$ cat src/rtl/rng_csr_pkg.sv
`timescale 1ns/1ps
package rng_csr_pkg;
  localparam int unsigned REG_W   = 32;
  localparam int unsigned N_EV    = 7;   // status bits 1..7
  localparam int unsigned EN_BIT  = 10;  // generation enable in control

  // word indices (byte offset / 4)
  localparam int unsigned IDX_STS = 4;
  localparam int unsigned IDX_CTL = 5;
  localparam int unsigned IDX_CFG = 6;
  localparam int unsigned IDX_ALM = 7;
  localparam int unsigned IDX_REV = 31;

  function automatic logic [REG_W-1:0] rev_word(input int unsigned maj,
                                                 input int unsigned mnr,
                                                 input int unsigned pat);
    return {4'h0, 4'(maj), 4'(mnr), 4'(pat), 16'h0000};
  endfunction
endpackage

$ cat src/rtl/rng_status_bank.sv
`timescale 1ns/1ps
module rng_status_bank #(
  parameter int unsigned N_EV = 7
) (
  input  logic            clk,
  input  logic            rst_n,
  input  logic [N_EV-1:0] ev,
  input  logic            clr_we,
  input  logic [N_EV-1:0] clr_mask,
  input  logic [N_EV-1:0] ie,
  output logic [N_EV-1:0] sts,
  output logic            irq
);
  logic [N_EV-1:0] sts_q;

  for (genvar i = 0; i < N_EV; i++) begin : g_ev
    always_ff @(posedge clk) begin
      if (!rst_n) sts_q[i] <= 1'b0;
      else        sts_q[i] <= ev[i] | (sts_q[i] & ~(clr_we & clr_mask[i]));
    end


    ev_sets_chk: assert property (@(posedge clk) disable iff (!rst_n)
      ev[i] |=> sts_q[i]);

    sticky_hold_chk: assert property (@(posedge clk) disable iff (!rst_n)
      (sts_q[i] && !(clr_we && clr_mask[i])) |=> sts_q[i]);
  end

  assign sts = sts_q;
  assign irq = |(sts_q & ie);
endmodule

$ cat src/rtl/rng_refill_ctrl.sv
`timescale 1ns/1ps
module rng_refill_ctrl #(
  parameter int unsigned DATA_W = 128,
  parameter int unsigned MINC_W = 8,
  parameter int unsigned MAXC_W = 16
) (
  input  logic              clk,
  input  logic              rst_n,
  input  logic              fill_start,
  input  logic              fill_stop,
  input  logic [MINC_W-1:0] min_cyc,
  input  logic [MAXC_W-1:0] max_cyc,
  input  logic              src_valid,
  output logic              src_ready,
  input  logic [DATA_W-1:0] src_data,
  output logic              data_rdy,
  output logic [DATA_W-1:0] data_q
);
  logic              filling;
  logic [MAXC_W-1:0] cnt_q;
  logic              min_hit, max_hit, take;

  assign min_hit   = cnt_q >= MAXC_W'(min_cyc);
  assign max_hit   = cnt_q >= max_cyc;
  assign src_ready = filling & min_hit;
  assign take      = src_ready & src_valid;

  always_ff @(posedge clk) begin
    if (!rst_n) begin
      filling  <= 1'b0;
      data_rdy <= 1'b0;
      cnt_q    <= '0;
      data_q   <= '0;
    end else if (fill_stop) begin
      filling  <= 1'b0;
      data_rdy <= 1'b0;
      cnt_q    <= '0;
    end else if (fill_start) begin
      filling  <= 1'b1;
      data_rdy <= 1'b0;
      cnt_q    <= '0;
    end else if (filling) begin
      if (take) begin
        data_q   <= src_data;
        data_rdy <= 1'b1;
        filling  <= 1'b0;
      end else if (min_hit && max_hit) begin
        data_rdy <= 1'b1;
        filling  <= 1'b0;
      end else begin
        cnt_q <= cnt_q + 1'b1;
      end
    end
  end


  rdy_after_min_chk: assert property (@(posedge clk) disable iff (!rst_n)
    $rose(data_rdy) |-> ($past(cnt_q) >= MAXC_W'($past(min_cyc))));

  reuse_words_chk: assert property (@(posedge clk) disable iff (!rst_n)
    ($rose(data_rdy) && !$past(take)) |-> $stable(data_q));

  rdy_idle_chk: assert property (@(posedge clk) disable iff (!rst_n)
    data_rdy |-> !filling);

  stop_clears_chk: assert property (@(posedge clk) disable iff (!rst_n)
    fill_stop |=> (!data_rdy && !src_ready));
endmodule

$ cat src/rtl/rng_csr_front.sv
`timescale 1ns/1ps
module rng_csr_front
  import rng_csr_pkg::*;
#(
  parameter int unsigned ADDR_W    = 7,
  parameter int unsigned WORDS     = 4,   // at most 4: status sits at index 4
  parameter int unsigned MINC_W    = 8,
  parameter int unsigned MAXC_W    = 16,
  parameter int unsigned REV_MAJOR = 2,
  parameter int unsigned REV_MINOR = 1,
  parameter int unsigned REV_PATCH = 3
) (
  input  logic                  clk,
  input  logic                  rst_n,
  input  logic [ADDR_W-1:0]     bus_addr,
  input  logic                  bus_we,
  input  logic [REG_W-1:0]      bus_wdata,
  output logic [REG_W-1:0]      bus_rdata,
  input  logic [N_EV-1:0]       alarm_ev,
  input  logic                  src_valid,
  output logic                  src_ready,
  input  logic [WORDS*REG_W-1:0] src_data,
  output logic                  irq
);
  localparam int unsigned IDX_W  = ADDR_W - 2;
  localparam int unsigned DATA_W = WORDS * REG_W;
  localparam logic [REG_W-1:0] REV_VAL = rev_word(REV_MAJOR, REV_MINOR, REV_PATCH);

  logic [IDX_W-1:0]  widx;
  logic              wr_sts, wr_ctl, wr_cfg, wr_alm;
  logic              ctl_en_q;
  logic [N_EV-1:0]   ctl_ie_q;
  logic [MAXC_W-1:0] max_q;
  logic [MINC_W-1:0] min_q;
  logic [7:0]        alm_q;
  logic              fill_start, fill_stop, data_rdy;
  logic [DATA_W-1:0] data_q;
  logic [N_EV-1:0]   sts_ev;
  logic              unused_bits;

  assign widx   = bus_addr[ADDR_W-1:2];
  assign wr_sts = bus_we && (widx == IDX_W'(IDX_STS));
  assign wr_ctl = bus_we && (widx == IDX_W'(IDX_CTL));
  assign wr_cfg = bus_we && (widx == IDX_W'(IDX_CFG));
  assign wr_alm = bus_we && (widx == IDX_W'(IDX_ALM));
  assign unused_bits = ^{bus_addr[1:0], bus_wdata[15:11], bus_wdata[9:8]};

  always_ff @(posedge clk) begin
    if (!rst_n) begin
      ctl_en_q <= 1'b0;
      ctl_ie_q <= '0;
      max_q    <= '0;
      min_q    <= '0;
      alm_q    <= '0;
    end else begin
      if (wr_ctl) begin
        ctl_en_q <= bus_wdata[EN_BIT];
        ctl_ie_q <= bus_wdata[N_EV:1];
      end
      if (wr_cfg) begin
        max_q <= bus_wdata[16 +: MAXC_W];
        min_q <= bus_wdata[0 +: MINC_W];
      end
      if (wr_alm) alm_q <= bus_wdata[7:0];
    end
  end

  assign fill_stop  = wr_ctl && !bus_wdata[EN_BIT];
  assign fill_start = (wr_ctl && bus_wdata[EN_BIT] && !ctl_en_q) ||
                      (wr_sts && bus_wdata[0] && ctl_en_q);

  rng_refill_ctrl #(
    .DATA_W (DATA_W),
    .MINC_W (MINC_W),
    .MAXC_W (MAXC_W)
  ) u_refill (
    .clk        (clk),
    .rst_n      (rst_n),
    .fill_start (fill_start),
    .fill_stop  (fill_stop),
    .min_cyc    (min_q),
    .max_cyc    (max_q),
    .src_valid  (src_valid),
    .src_ready  (src_ready),
    .src_data   (src_data),
    .data_rdy   (data_rdy),
    .data_q     (data_q)
  );

  rng_status_bank #(
    .N_EV (N_EV)
  ) u_status (
    .clk      (clk),
    .rst_n    (rst_n),
    .ev       (alarm_ev),
    .clr_we   (wr_sts),
    .clr_mask (bus_wdata[N_EV:1]),
    .ie       (ctl_ie_q),
    .sts      (sts_ev),
    .irq      (irq)
  );

  always_comb begin
    bus_rdata = '0;
    for (int k = 0; k < WORDS; k++) begin
      if (widx == IDX_W'(k)) bus_rdata = data_q[k*REG_W +: REG_W] & {REG_W{data_rdy}};
    end
    if (widx == IDX_W'(IDX_STS)) bus_rdata = {{(REG_W-N_EV-1){1'b0}}, sts_ev, data_rdy};
    if (widx == IDX_W'(IDX_CTL)) begin
      bus_rdata[EN_BIT]   = ctl_en_q;
      bus_rdata[N_EV:1]   = ctl_ie_q;
    end
    if (widx == IDX_W'(IDX_CFG)) begin
      bus_rdata[16 +: MAXC_W] = max_q;
      bus_rdata[0 +: MINC_W]  = min_q;
    end
    if (widx == IDX_W'(IDX_ALM)) bus_rdata[7:0] = alm_q;
    if (widx == IDX_W'(IDX_REV)) bus_rdata = REV_VAL;
  end


  ready_no_irq_chk: assert property (@(posedge clk) disable iff (!rst_n)
    (sts_ev == '0) |-> !irq);

  disabled_idle_chk: assert property (@(posedge clk) disable iff (!rst_n)
    !ctl_en_q |-> (!data_rdy && !src_ready));
endmodule

$ cat config.mk
export PLATFORM = sky130hd
export DESIGN_NAME = rng_csr_front
export DESIGN_NICKNAME = d
export VERILOG_FILES = /design/src/rtl/rng_csr_pkg.sv /design/src/rtl/rng_status_bank.sv /design/src/rtl/rng_refill_ctrl.sv /design/src/rtl/rng_csr_front.sv
export SDC_FILE = /design/constraint.sdc
export NUM_CORES = 1
export LEC_CHECK = 0
export ABC_AREA = 1
export BUFFER_PORTS_ARGS = -buffer_cell sky130_fd_sc_hd__buf_4
export CORE_MARGIN = 2
export CORE_UTILIZATION = 27
export CTS_CLUSTER_DIAMETER = 30
export DETAILED_ROUTE_END_ITERATION = 10
export GPL_TIMING_DRIVEN = 1
export PLACE_DENSITY_LB_ADDON = 0.05
export SLEW_MARGIN = 5
export SYNTH_ARGS = -nofsm -noshare
export SYNTH_HDL_FRONTEND = slang
export SYNTH_SLANG_ARGS = --single-unit
$ cat constraint.sdc
create_clock -name clk -period 2.7 [get_ports clk]
set_input_delay 0.135 -clock clk [delete_from_list [all_inputs] [get_ports clk]]
set_output_delay 0.135 -clock clk [all_outputs]
set_load 0.005 [all_outputs]
==> results of run 1 <==
==> placed cells by master (no fill, tap or decap), types with 24 or more instances in the layout <==
cell type / synthesis / final
a21oi_1: 96 / 96
buf_4: 0 / 231
dfxtp_1: 193 / 193
dlygate4sd3_1: 0 / 160
ha_1: 25 / 25
inv_1: 197 / 197
nand2_1: 375 / 374
nor2_1: 290 / 289
o21ai_0: 74 / 74
o221ai_1: 24 / 24
==> synthesized netlist by cell type (4+ instances only) <==
library cell | instances | area (um2)
a211oi_1 | 4 | 30.0
a21oi_1 | 96 | 480
buf_1 | 4 | 15.0
buf_2 | 6 | 30.0
buf_6 | 25 | 282
clkbuf_1 | 41 | 154
dfxtp_1 | 193 | 3860
ha_1 | 25 | 313
inv_1 | 197 | 739
inv_2 | 12 | 45.0
nand2_1 | 375 | 1410
nand3_1 | 20 | 100
nand4_1 | 22 | 138
nor2_1 | 290 | 1090
nor2_2 | 4 | 25.0
nor3_1 | 7 | 35.0
o2111ai_1 | 7 | 61.3
o211ai_1 | 4 | 30.0
o21ai_0 | 74 | 370
o21ai_1 | 22 | 110
o221ai_1 | 24 | 210
o22ai_1 | 14 | 87.6
xnor2_1 | 5 | 43.8
xor2_1 | 9 | 78.8
==> path summary, 6_finish.rpt <==
| path | end | depth (start not counted) | start | slack, ns |
|---|---|---|---|---|
| max | u_refill.data_q[27]$_SDFFE_PN0P_ | 12 | min_q[7]$_SDFFE_PN0P_ | 0.35 |
| min | max_q[4]$_SDFFE_PN0P_ | 3 | bus_wdata[20] | 0.06 |
| max reg2reg | u_refill.data_q[27]$_SDFFE_PN0P_ | 12 | min_q[7]$_SDFFE_PN0P_ | 0.35 |
| min reg2reg | alm_q[2]$_SDFFE_PN0P_ | 2 | alm_q[2]$_SDFFE_PN0P_ | 0.45 |
==> cells by family after synthesis <==
logic type | after synthesis
compound gates | 250
xor+xnor | 14
fa+ha+maj | 25
buf+inv | 288
flops | 193
simple gates | 727
==> area by class of cell <==
cell class / instances / area share, %
clock buffer: 20 / 3.25
clock inverter: 10 / 0.632
sequential: 193 / 27.5
timing repair buffer: 400 / 24.9
inverter: 210 / 5.61
antenna: 1 / 0.0178
tap: 468 / 4.17
multi-input combinational: 1016 / 33.9
==> sequential cells by signal, summed over array words and instances (netlist names) <==
name	flops
ctl_ie_q	7
alm_q	8
u_status.sts	7
u_refill.data_q	128
min_q	8
u_refill.filling	1
u_refill.cnt_q	16
ctl_en_q	1
max_q	16
u_refill.data_rdy	1
==> tightest hold or removal path, stage by stage <==
cell and delay [ns]:
buf_4 0.08, o21ai_0 0.13, a21oi_1 0.13
==> repair_timing <==
action	CTS	global route
resized for setup	1	0
hold buffers	160	0
endpoints found under the setup margin	2	0
endpoints found under the hold margin	166	0
==> metal layers <==
metal	GRT usage [%]	vias to the layer above	part of all wire, %
met4	3.65	0	0.79
li1	-	5361	-
met1	24.5	4542	48
met5	0	-	0
met2	31.6	157	48
met3	3.42	19	3.5
==> power groups by stage <==
stage	clock network [uW]	registers (uW)	logic, uW
floorplan	0	2940	141
global placement	0	2940	434
detailed placement	0	2940	434
CTS	2580	2870	622
global route	2700	2880	669
finish	2500	2870	616
==> per-stage QoR <==
stage	area (um2)	hold slack, ns	power, uW
after CTS	14100	0.0290	6080
after detailed placement	11900	0.355	3370
final	14100	0.0649	5990
after floorplan	9910	0.252	3080
after global placement	11900	0.342	3370
after global routing	14100	0.0395	6250
==> impl_metrics.py, run 1 <==
metrics = {
    "floorplan": {
        "initial_utilization_pct": 27.3,
        "core_um2": 36300,
        "die_h_um": 196,
        "dieArea_um2": 38200,
        "rows": 70,
        "ios": 212,
        "fp.dieW_um": 196,
    },
    "timing": {
        "fmax_ghz": 0.425,
        "tns_ns": 0,
        "layout_min_cycle_time_ns": 2.35,
        "slew_headroom_pct": 59.9,
        "final_max_slew_viol_count": 0,
        "hold_viol": 0,
        "fin_skew_ns": 0.00894,
        "rsz0062_at_grt": "no",
        "setup_slack_ns": 0.346,
        "finalSetupViolCount": 0,
        "fin_crit_sh_pct": 87.2,
        "tightest_slew_ns": 0.601,
    },
    "pwr": {
        "p_int_uw": 4530,
        "p_sw_share_pct": 24.3,
        "pwr-share-seq_pct": 48.0,
        "peakVddDrop_v": 0.000439,
        "power.switching_uw": 1460,
        "p_per_area_nw_per_um2": 426,
        "combinationalPowerShare_pct": 10.3,
        "clkPwrFrac_pct": 41.7,
        "p_leak_uw": 0.00671,
    },
    "finish": {
        "seqCellArea_um2": 3860,
        "fillCellCount": 3937,
        "syn2layout_area_growth_pct": 41.9,
        "fin_util_pct": 38.7,
        "layout-drive-gt1-share_pct": 16.1,
        "multi_input_area_um2": 4770,
        "fin_cells": 2318,
        "fin_nets": 2041,
    },
    "synthesis": {
        "synth.net_count": 1700,
        "netlist_area_um2": 9910,
        "synth_top_family_by_area": "simple AND/OR/NAND/NOR gates",
        "synth-edff-count": 0,
        "synthArstFlopShare_pct": 0,
        "synth_ff_type": "dfxtp_1",
        "synth-compound-area-share_pct": 14.3,
        "yosysWarningCount": 0,
        "synth.area.mux_share_pct": 0,
        "synth_simple_gate_area_share_pct": 29.2,
        "yosysUniqueCellTypes": 36,
        "ys_ff_latch": 193,
        "synth_xor_area_share_pct": 1.24,
        "synth_cells": 1497,
        "syn_area_per_cell_um2": 6.62,
        "synth_seq_area_share_pct": 39.0,
        "yosys.area_share.adder_pct": 3.16,
    },
    "clocking": {
        "cts_inserted_buffers": 17,
        "cts_max_level": 4,
        "cts_tree": "built",
        "cts_sinks": 193,
        "clockBufferDepth": 2,
        "path_clk_slew_ns": 0.07,
        "root_buffer": "clkbuf_16",
        "postCtsSetupBuffers": 0,
        "clk_latency_ns": 0.45,
    },
    "setup_path": {
        "cp_top_family": "simple AND/OR/NAND/NOR gates",
        "worstPathRequired_ns": 3.04,
        "crit_arrival_ns": 2.69,
        "crit_chain": "inv_1 > ha_1 > nand2_1 > nor2_1 > nand4_1 > nand4_2 > nand3_4 > nor2_2 > nand2_8 > buf_12 > nor2_1 > nor2_1",
        "cp-start-kind": "register",
        "cpMaxStageDelayCell": "dfxtp_1",
        "crit_type": "register to register",
        "worst_path_largest_cell_delay_ns": 0.33,
        "crit_path_frequent_cell": "nor2_1",
        "cp_max_fo": 50,
        "crit_buf_inv": 2,
        "crit_path_end_kind": "register",
    },
    "drt": {
        "drt_iter0_drc": 428,
        "dr_total_vias": 10100,
        "firstDrtPassIters": 5,
        "wl_mm": 35.2,
        "antenna_left": 0,
        "remaining_drc_errors": 0,
        "wl_per_cell_um": 15.2,
        "via_per_inst": 4.35,
    },
    "place": {
        "dpl.cell_count": 2127,
        "port_buffers": 202,
        "dp_hpwl_mm": 24.3,
        "place_ws_ns": 0.337,
        "gp_congestion": 0.807,
    },
    "grt": {
        "gr-total-overflow": 0,
        "grt_pass1_wl_mm": 55.1,
        "grt_max_degree": 67,
        "grt_usage_pct": 18.5,
        "antenna_found_initial": 1,
        "grt_pass1_vias": 9825,
    },
    "job": {
        "max_cap_violations": 0,
    },
    "min_path": {
        "hp-class": "primary input to register",
    },
    "status": {
        "status": "finished, final reports clean",
    },
}
Note: power is estimated with default switching activity, not from simulation.
==> inputs of run 2 (changes only) <==
==> constraint.sdc (replaced) <==
create_clock -name clk -period 3.05 [get_ports clk]
set_input_delay 0.1525 -clock clk [delete_from_list [all_inputs] [get_ports clk]]
set_output_delay 0.1525 -clock clk [all_outputs]
set_load 0.005 [all_outputs]
==> impl_metrics.py, run 2 (same netlist as run 1, synthesis figures left out) <==
metrics = {
    "clocking": {
        "cts_inserted_buffers": 17,
        "cts_sinks": 193,
        "postCtsSetupBuffers": 0,
        "path_clk_slew_ns": 0.07,
        "cts_max_level": 4,
        "cts_tree": "built",
        "clockBufferDepth": 2,
        "root_buffer": "clkbuf_16",
        "clk_latency_ns": 0.45,
    },
    "status": {
        "status": "finished, final reports clean",
    },
    "timing": {
        "hold_viol": 0,
        "layout_min_cycle_time_ns": 2.44,
        "rsz0062_at_grt": "no",
        "tightest_slew_ns": 0.639,
        "setup_slack_ns": 0.607,
        "finalSetupViolCount": 0,
        "final_max_slew_viol_count": 0,
        "slew_headroom_pct": 57.3,
        "fin_skew_ns": 0.0111,
        "tns_ns": 0,
        "fin_crit_sh_pct": 80.1,
        "fmax_ghz": 0.409,
    },
    "setup_path": {
        "cp-start-kind": "primary input",
        "crit_arrival_ns": 2.29,
        "crit_type": "primary input to output port",
        "worstPathRequired_ns": 2.90,
        "cp_max_fo": 30,
        "ff2ff_setup_slack_ns": 0.64,
        "crit_path_end_kind": "output port",
    },
    "grt": {
        "grt_usage_pct": 18.1,
        "gr-total-overflow": 0,
        "antenna_found_initial": 1,
        "grt_max_degree": 95,
        "grt_pass1_wl_mm": 53.6,
        "grt_pass1_vias": 9713,
    },
    "finish": {
        "fin_nets": 2021,
        "layout-drive-gt1-share_pct": 15.6,
        "mostFrequentLayoutCells": "374 x nand2_1, 290 x nor2_1, 223 x buf_4",
        "stdcell_area_um2": 13900,
        "largest_register": "u_refill.data_q",
        "final_common_cell": "nand2_1",
        "largest_registers": "u_refill.data_q: 128 flops, max_q: 16 flops, u_refill.cnt_q: 16 flops",
        "largest_reg_flops": 128,
        "syn2layout_area_growth_pct": 40.3,
    },
    "drt": {
        "wl_per_cell_um": 15.0,
        "firstDrtPassIters": 5,
        "wl_mm": 34.4,
        "drt_iter0_drc": 455,
        "dr_total_vias": 9937,
        "via_per_inst": 4.32,
        "antenna_left": 0,
        "remaining_drc_errors": 0,
    },
    "floorplan": {
        "initial_utilization_pct": 27.3,
        "ios": 212,
        "fp.dieW_um": 196,
        "rows": 70,
        "core_um2": 36300,
        "dieArea_um2": 38200,
        "die_h_um": 196,
    },
    "pwr": {
        "peakVddDrop_v": 0.000340,
        "power_uw": 5470,
        "p_leak_uw": 0.00662,
        "p_per_area_nw_per_um2": 393,
    },
    "place": {
        "dp_hpwl_mm": 23.8,
        "gp_congestion": 0.784,
        "placed_area_um2": 11800,
        "port_buffers": 202,
        "place_ws_ns": 0.526,
    },
    "min_path": {
        "hp-class": "primary input to register",
    },
    "job": {
        "max_cap_violations": 0,
    },
}
[run 2: power by group]
| group | internal [uW] | total (uW) | switching, uW |
|---|---|---|---|
| combinational | 309 | 529 | 220 |
| clock | 1310 | 2390 | 1080 |
| sequential | 2540 | 2540 | 9.42 |
[run 2: worst max-delay path, cell delays in order]
cell and delay (ns):
buf_4 0.13, nor2_1 0.13, nand2_1 0.12, nor2_1 0.29, inv_2 0.35, buf_4 0.31
o221ai_1 0.08, o21ai_0 0.12, nand2_1 0.12, nand2_1 0.07, a21oi_1 0.24, buf_4 0.17
[run 2: area by class of cell]
| class | instances | area [um2] |
|---|---|---|
| Multi-Input combinational cell | 1016 | 4760 |
| Inverter | 210 | 788 |
| Timing Repair Buffer | 380 | 3300 |
| Fill cell | 3932 | 22400 |
| Antenna cell | 2 | 5.00 |
| Clock buffer | 19 | 443 |
| Clock inverter | 12 | 159 |
| Tap cell | 468 | 586 |
| Sequential cell | 193 | 3860 |
[run 2: final timing paths]
kind,endpoint,depth (start not counted),startpoint
setup reg to reg,u_refill.data_q[73]$_SDFFE_PN0P_,11,u_refill.cnt_q[7]$_SDFFE_PP0P_
hold reg to reg,alm_q[6]$_SDFFE_PN0P_,2,alm_q[6]$_SDFFE_PN0P_
setup / recovery,bus_rdata[10],12,bus_addr[4]
hold / removal,max_q[1]$_SDFFE_PN0P_,3,rst_n
[run 2: layer usage]
metal,global-route usage [%],up-vias,routed length [um]
met5,0,-,0
met4,4.52,0,502
met3,3.70,20,1350
met2,30.0,173,16100
met1,24.0,4422,16500
li1,-,5322,-
[run 2: repair_timing]
action,4_1_cts,5_1_grt
gates resized for setup,0,0
hold endpoints to repair,150,0
hold buffers,151,0
[run 2: stage by stage]
step,utilization (%),std cells,hold WS (ns)
after floorplan,-,1497,0.270
after global placement,32.4,2116,0.359
after detailed placement,32.4,2116,0.373
after CTS,38.2,2298,0.00164
after global routing,38.2,2299,0.0157
final,38.3,2300,0.0306
==> inputs of run 3 (changes only) <==
==> constraint.sdc (replaced) <==
create_clock -name clk -period 2.3 [get_ports clk]
set_input_delay 0.115 -clock clk [delete_from_list [all_inputs] [get_ports clk]]
set_output_delay 0.115 -clock clk [all_outputs]
set_load 0.005 [all_outputs]
==> impl_metrics.py, run 3 (same netlist as run 1, synthesis figures left out) <==
metrics = {
    "drt": {
        "remaining_drc_errors": 0,
        "dr_total_vias": 10100,
        "met2_length_mm": 16.1,
        "antenna_left": 0,
        "wl_per_cell_um": 14.7,
        "top_layer": "met5",
        "drt_iter0_drc": 339,
        "firstDrtPassIters": 4,
        "via_per_inst": 4.31,
        "wl_met1_mm": 16.7,
        "dr_wl_met3_mm": 1.26,
        "wl_mm": 34.3,
    },
    "place": {
        "port_buffers": 202,
        "placed_area_um2": 12000,
        "place_ws_ns": 0.105,
        "dp_hpwl_mm": 24.2,
        "gp_congestion": 0.801,
    },
    "finish": {
        "largest_register": "u_refill.data_q",
        "syn2layout_area_growth_pct": 43.7,
        "fillCellCount": 3859,
        "fin_nets": 2055,
        "largest_reg_flops": 128,
        "stdcell_area_um2": 14200,
        "seqCellArea_um2": 3860,
        "layout-drive-gt1-share_pct": 16.8,
        "mostFrequentLayoutCells": "373 x nand2_1, 287 x nor2_1, 242 x buf_4",
        "largest_registers": "u_refill.data_q: 128 flops, max_q: 16 flops, u_refill.cnt_q: 16 flops",
        "multi_input_area_um2": 4800,
        "final_common_cell": "nand2_1",
    },
    "timing": {
        "tightest_slew_ns": 0.560,
        "fin_crit_sh_pct": 92.5,
        "fin_skew_ns": 0.0107,
        "rsz0062_at_grt": "yes",
        "hold_viol": 0,
        "layout_min_cycle_time_ns": 2.13,
        "final_max_slew_viol_count": 0,
        "setup_slack_ns": 0.173,
        "finalSetupViolCount": 0,
        "tns_ns": 0,
        "fmax_ghz": 0.470,
        "slew_headroom_pct": 62.6,
    },
    "floorplan": {
        "initial_utilization_pct": 27.3,
        "fp.dieW_um": 196,
        "core_um2": 36300,
        "die_h_um": 196,
        "ios": 212,
        "rows": 70,
        "dieArea_um2": 38200,
    },
    "pwr": {
        "p_sw_share_pct": 24.0,
        "p_per_area_nw_per_um2": 504,
        "peakVddDrop_v": 0.000528,
        "p_leak_uw": 0.00680,
        "power.switching_uw": 1720,
        "p_int_uw": 5460,
        "combinationalPowerShare_pct": 10.1,
        "pwr-share-seq_pct": 47.0,
        "clkPwrFrac_pct": 42.9,
    },
    "clocking": {
        "cts_tree": "built",
        "path_clk_slew_ns": 0.08,
        "clockBufferDepth": 2,
        "cts_sinks": 193,
        "postCtsSetupBuffers": 0,
        "clk_latency_ns": 0.45,
        "root_buffer": "clkbuf_16",
        "cts_inserted_buffers": 17,
        "cts_max_level": 4,
    },
    "grt": {
        "grt_pass1_vias": 9745,
        "gr-total-overflow": 0,
        "grt_pass1_wl_mm": 54.2,
        "grt_max_degree": 82,
        "antenna_found_initial": 1,
        "grt_usage_pct": 18.2,
    },
    "setup_path": {
        "rr_endpoint": "u_refill.data_q[92]$_SDFFE_PN0P_",
        "reg2reg_from": "min_q[5]$_SDFFE_PN0P_",
        "r2r_cells": 12,
        "crit_chain": "inv_1 > ha_1 > nand2_1 > nor2_1 > nand4_1 > nand4_2 > nand3_4 > nor2_4 > nand2_8 > buf_16 > nor2_1 > nor2_1",
        "ff2ff_setup_slack_ns": 0.17,
        "cp-start-kind": "register",
        "worstPathRequired_ns": 2.64,
        "worst_path_largest_cell_delay_ns": 0.33,
        "crit_path_frequent_cell": "nor2_1",
        "crit_type": "register to register",
        "cp_max_fo": 78,
        "crit_arrival_ns": 2.47,
        "crit_path_end_kind": "register",
        "cpMaxStageDelayCell": "dfxtp_1",
    },
    "min_path": {
        "hp-class": "primary input to register",
        "hold_depth": 3,
        "hold-path-endpoint": "max_q[0]$_SDFFE_PN0P_",
        "hp-start": "bus_wdata[16]",
    },
    "job": {
        "max_cap_violations": 0,
    },
    "status": {
        "status": "finished, final reports clean",
    },
}
## run 3: changes by cell type in the layout (fill, tap and decap cells not counted), moves of 2 or more
| cell | previous run | this run |
|---|---|---|
| buf_16 | 0 | 2 |
| buf_4 | 223 | 242 |
| clkinv_2 | 1 | 3 |
| clkinvlp_4 | 5 | 3 |
| dlygate4sd3_1 | 151 | 164 |
| nor2_1 | 290 | 287 |
| nor2_4 | 2 | 4 |
## run 3: cell type report
class                      instances  share of cell area (%)
timing repair buffer             414                    25.4
antenna                            1                  0.0176
multi-input combinational       1016                    33.7
tap                              468                    4.11
sequential                       193                    27.1
inverter                         210                    5.54
clock inverter                    12                   0.931
clock buffer                      20                    3.21
## run 3: critical path, delay by kind of cell (launching register included)
family	cells	cell delay, ns
adder cells (fa/ha/maj)	1	0.30
buffers and inverters	2	0.32
flip-flops	1	0.33
AND/OR/NAND/NOR	9	1.02
## run 3: metrics by stage
step / hold WS (ns) / util (%) / total power [uW] / instances
finish: 0.0384 / 39.2 / 7180 / 2334
global route: 0.0317 / 39.2 / 7500 / 2333
CTS: 0.0148 / 39.0 / 7310 / 2333
detailed placement: 0.338 / 32.9 / 3960 / 2137
global placement: 0.324 / 32.9 / 3960 / 2137
floorplan: 0.232 / - / 3610 / 1497
## run 3: per-layer routing
metal / global-route usage, % / vias to the layer above
met3: 3.45 / 13
met1: 24.1 / 4496
met5: 0 / -
met4: 3.79 / 2
met2: 30.7 / 160
li1: - / 5385
## run 3: worst max path at each step
stage | from | endpoint | cells after the start
final | min_q[5]$_SDFFE_PN0P_ | u_refill.data_q[92]$_SDFFE_PN0P_ | 12
after global routing | min_q[3]$_SDFFE_PN0P_ | u_refill.data_q[3]$_SDFFE_PN0P_ | 15
after CTS | u_refill.data_rdy$_SDFFE_PP0P_ | bus_rdata[18] | 6
after detailed placement | min_q[7]$_SDFFE_PN0P_ | u_refill.data_q[70]$_SDFFE_PN0P_ | 12
after global placement | min_q[7]$_SDFFE_PN0P_ | u_refill.data_q[70]$_SDFFE_PN0P_ | 12
after floorplan | u_refill.cnt_q[7]$_SDFFE_PP0P_ | u_refill.cnt_q[7]$_SDFFE_PP0P_ | 9
## run 3: repair_timing
item	CTS	global route
gates resized for setup	1	10
hold endpoints to repair	172	0
setup endpoints to repair	9	120
hold buffers	164	0
## run 3: power groups by stage
stage / clock network, uW / logic [uW] / registers, uW
CTS: 3210 / 734 / 3370
global placement: 0 / 506 / 3450
detailed placement: 0 / 505 / 3450
floorplan: 0 / 165 / 3450
global route: 3330 / 791 / 3380
finish: 3080 / 727 / 3370
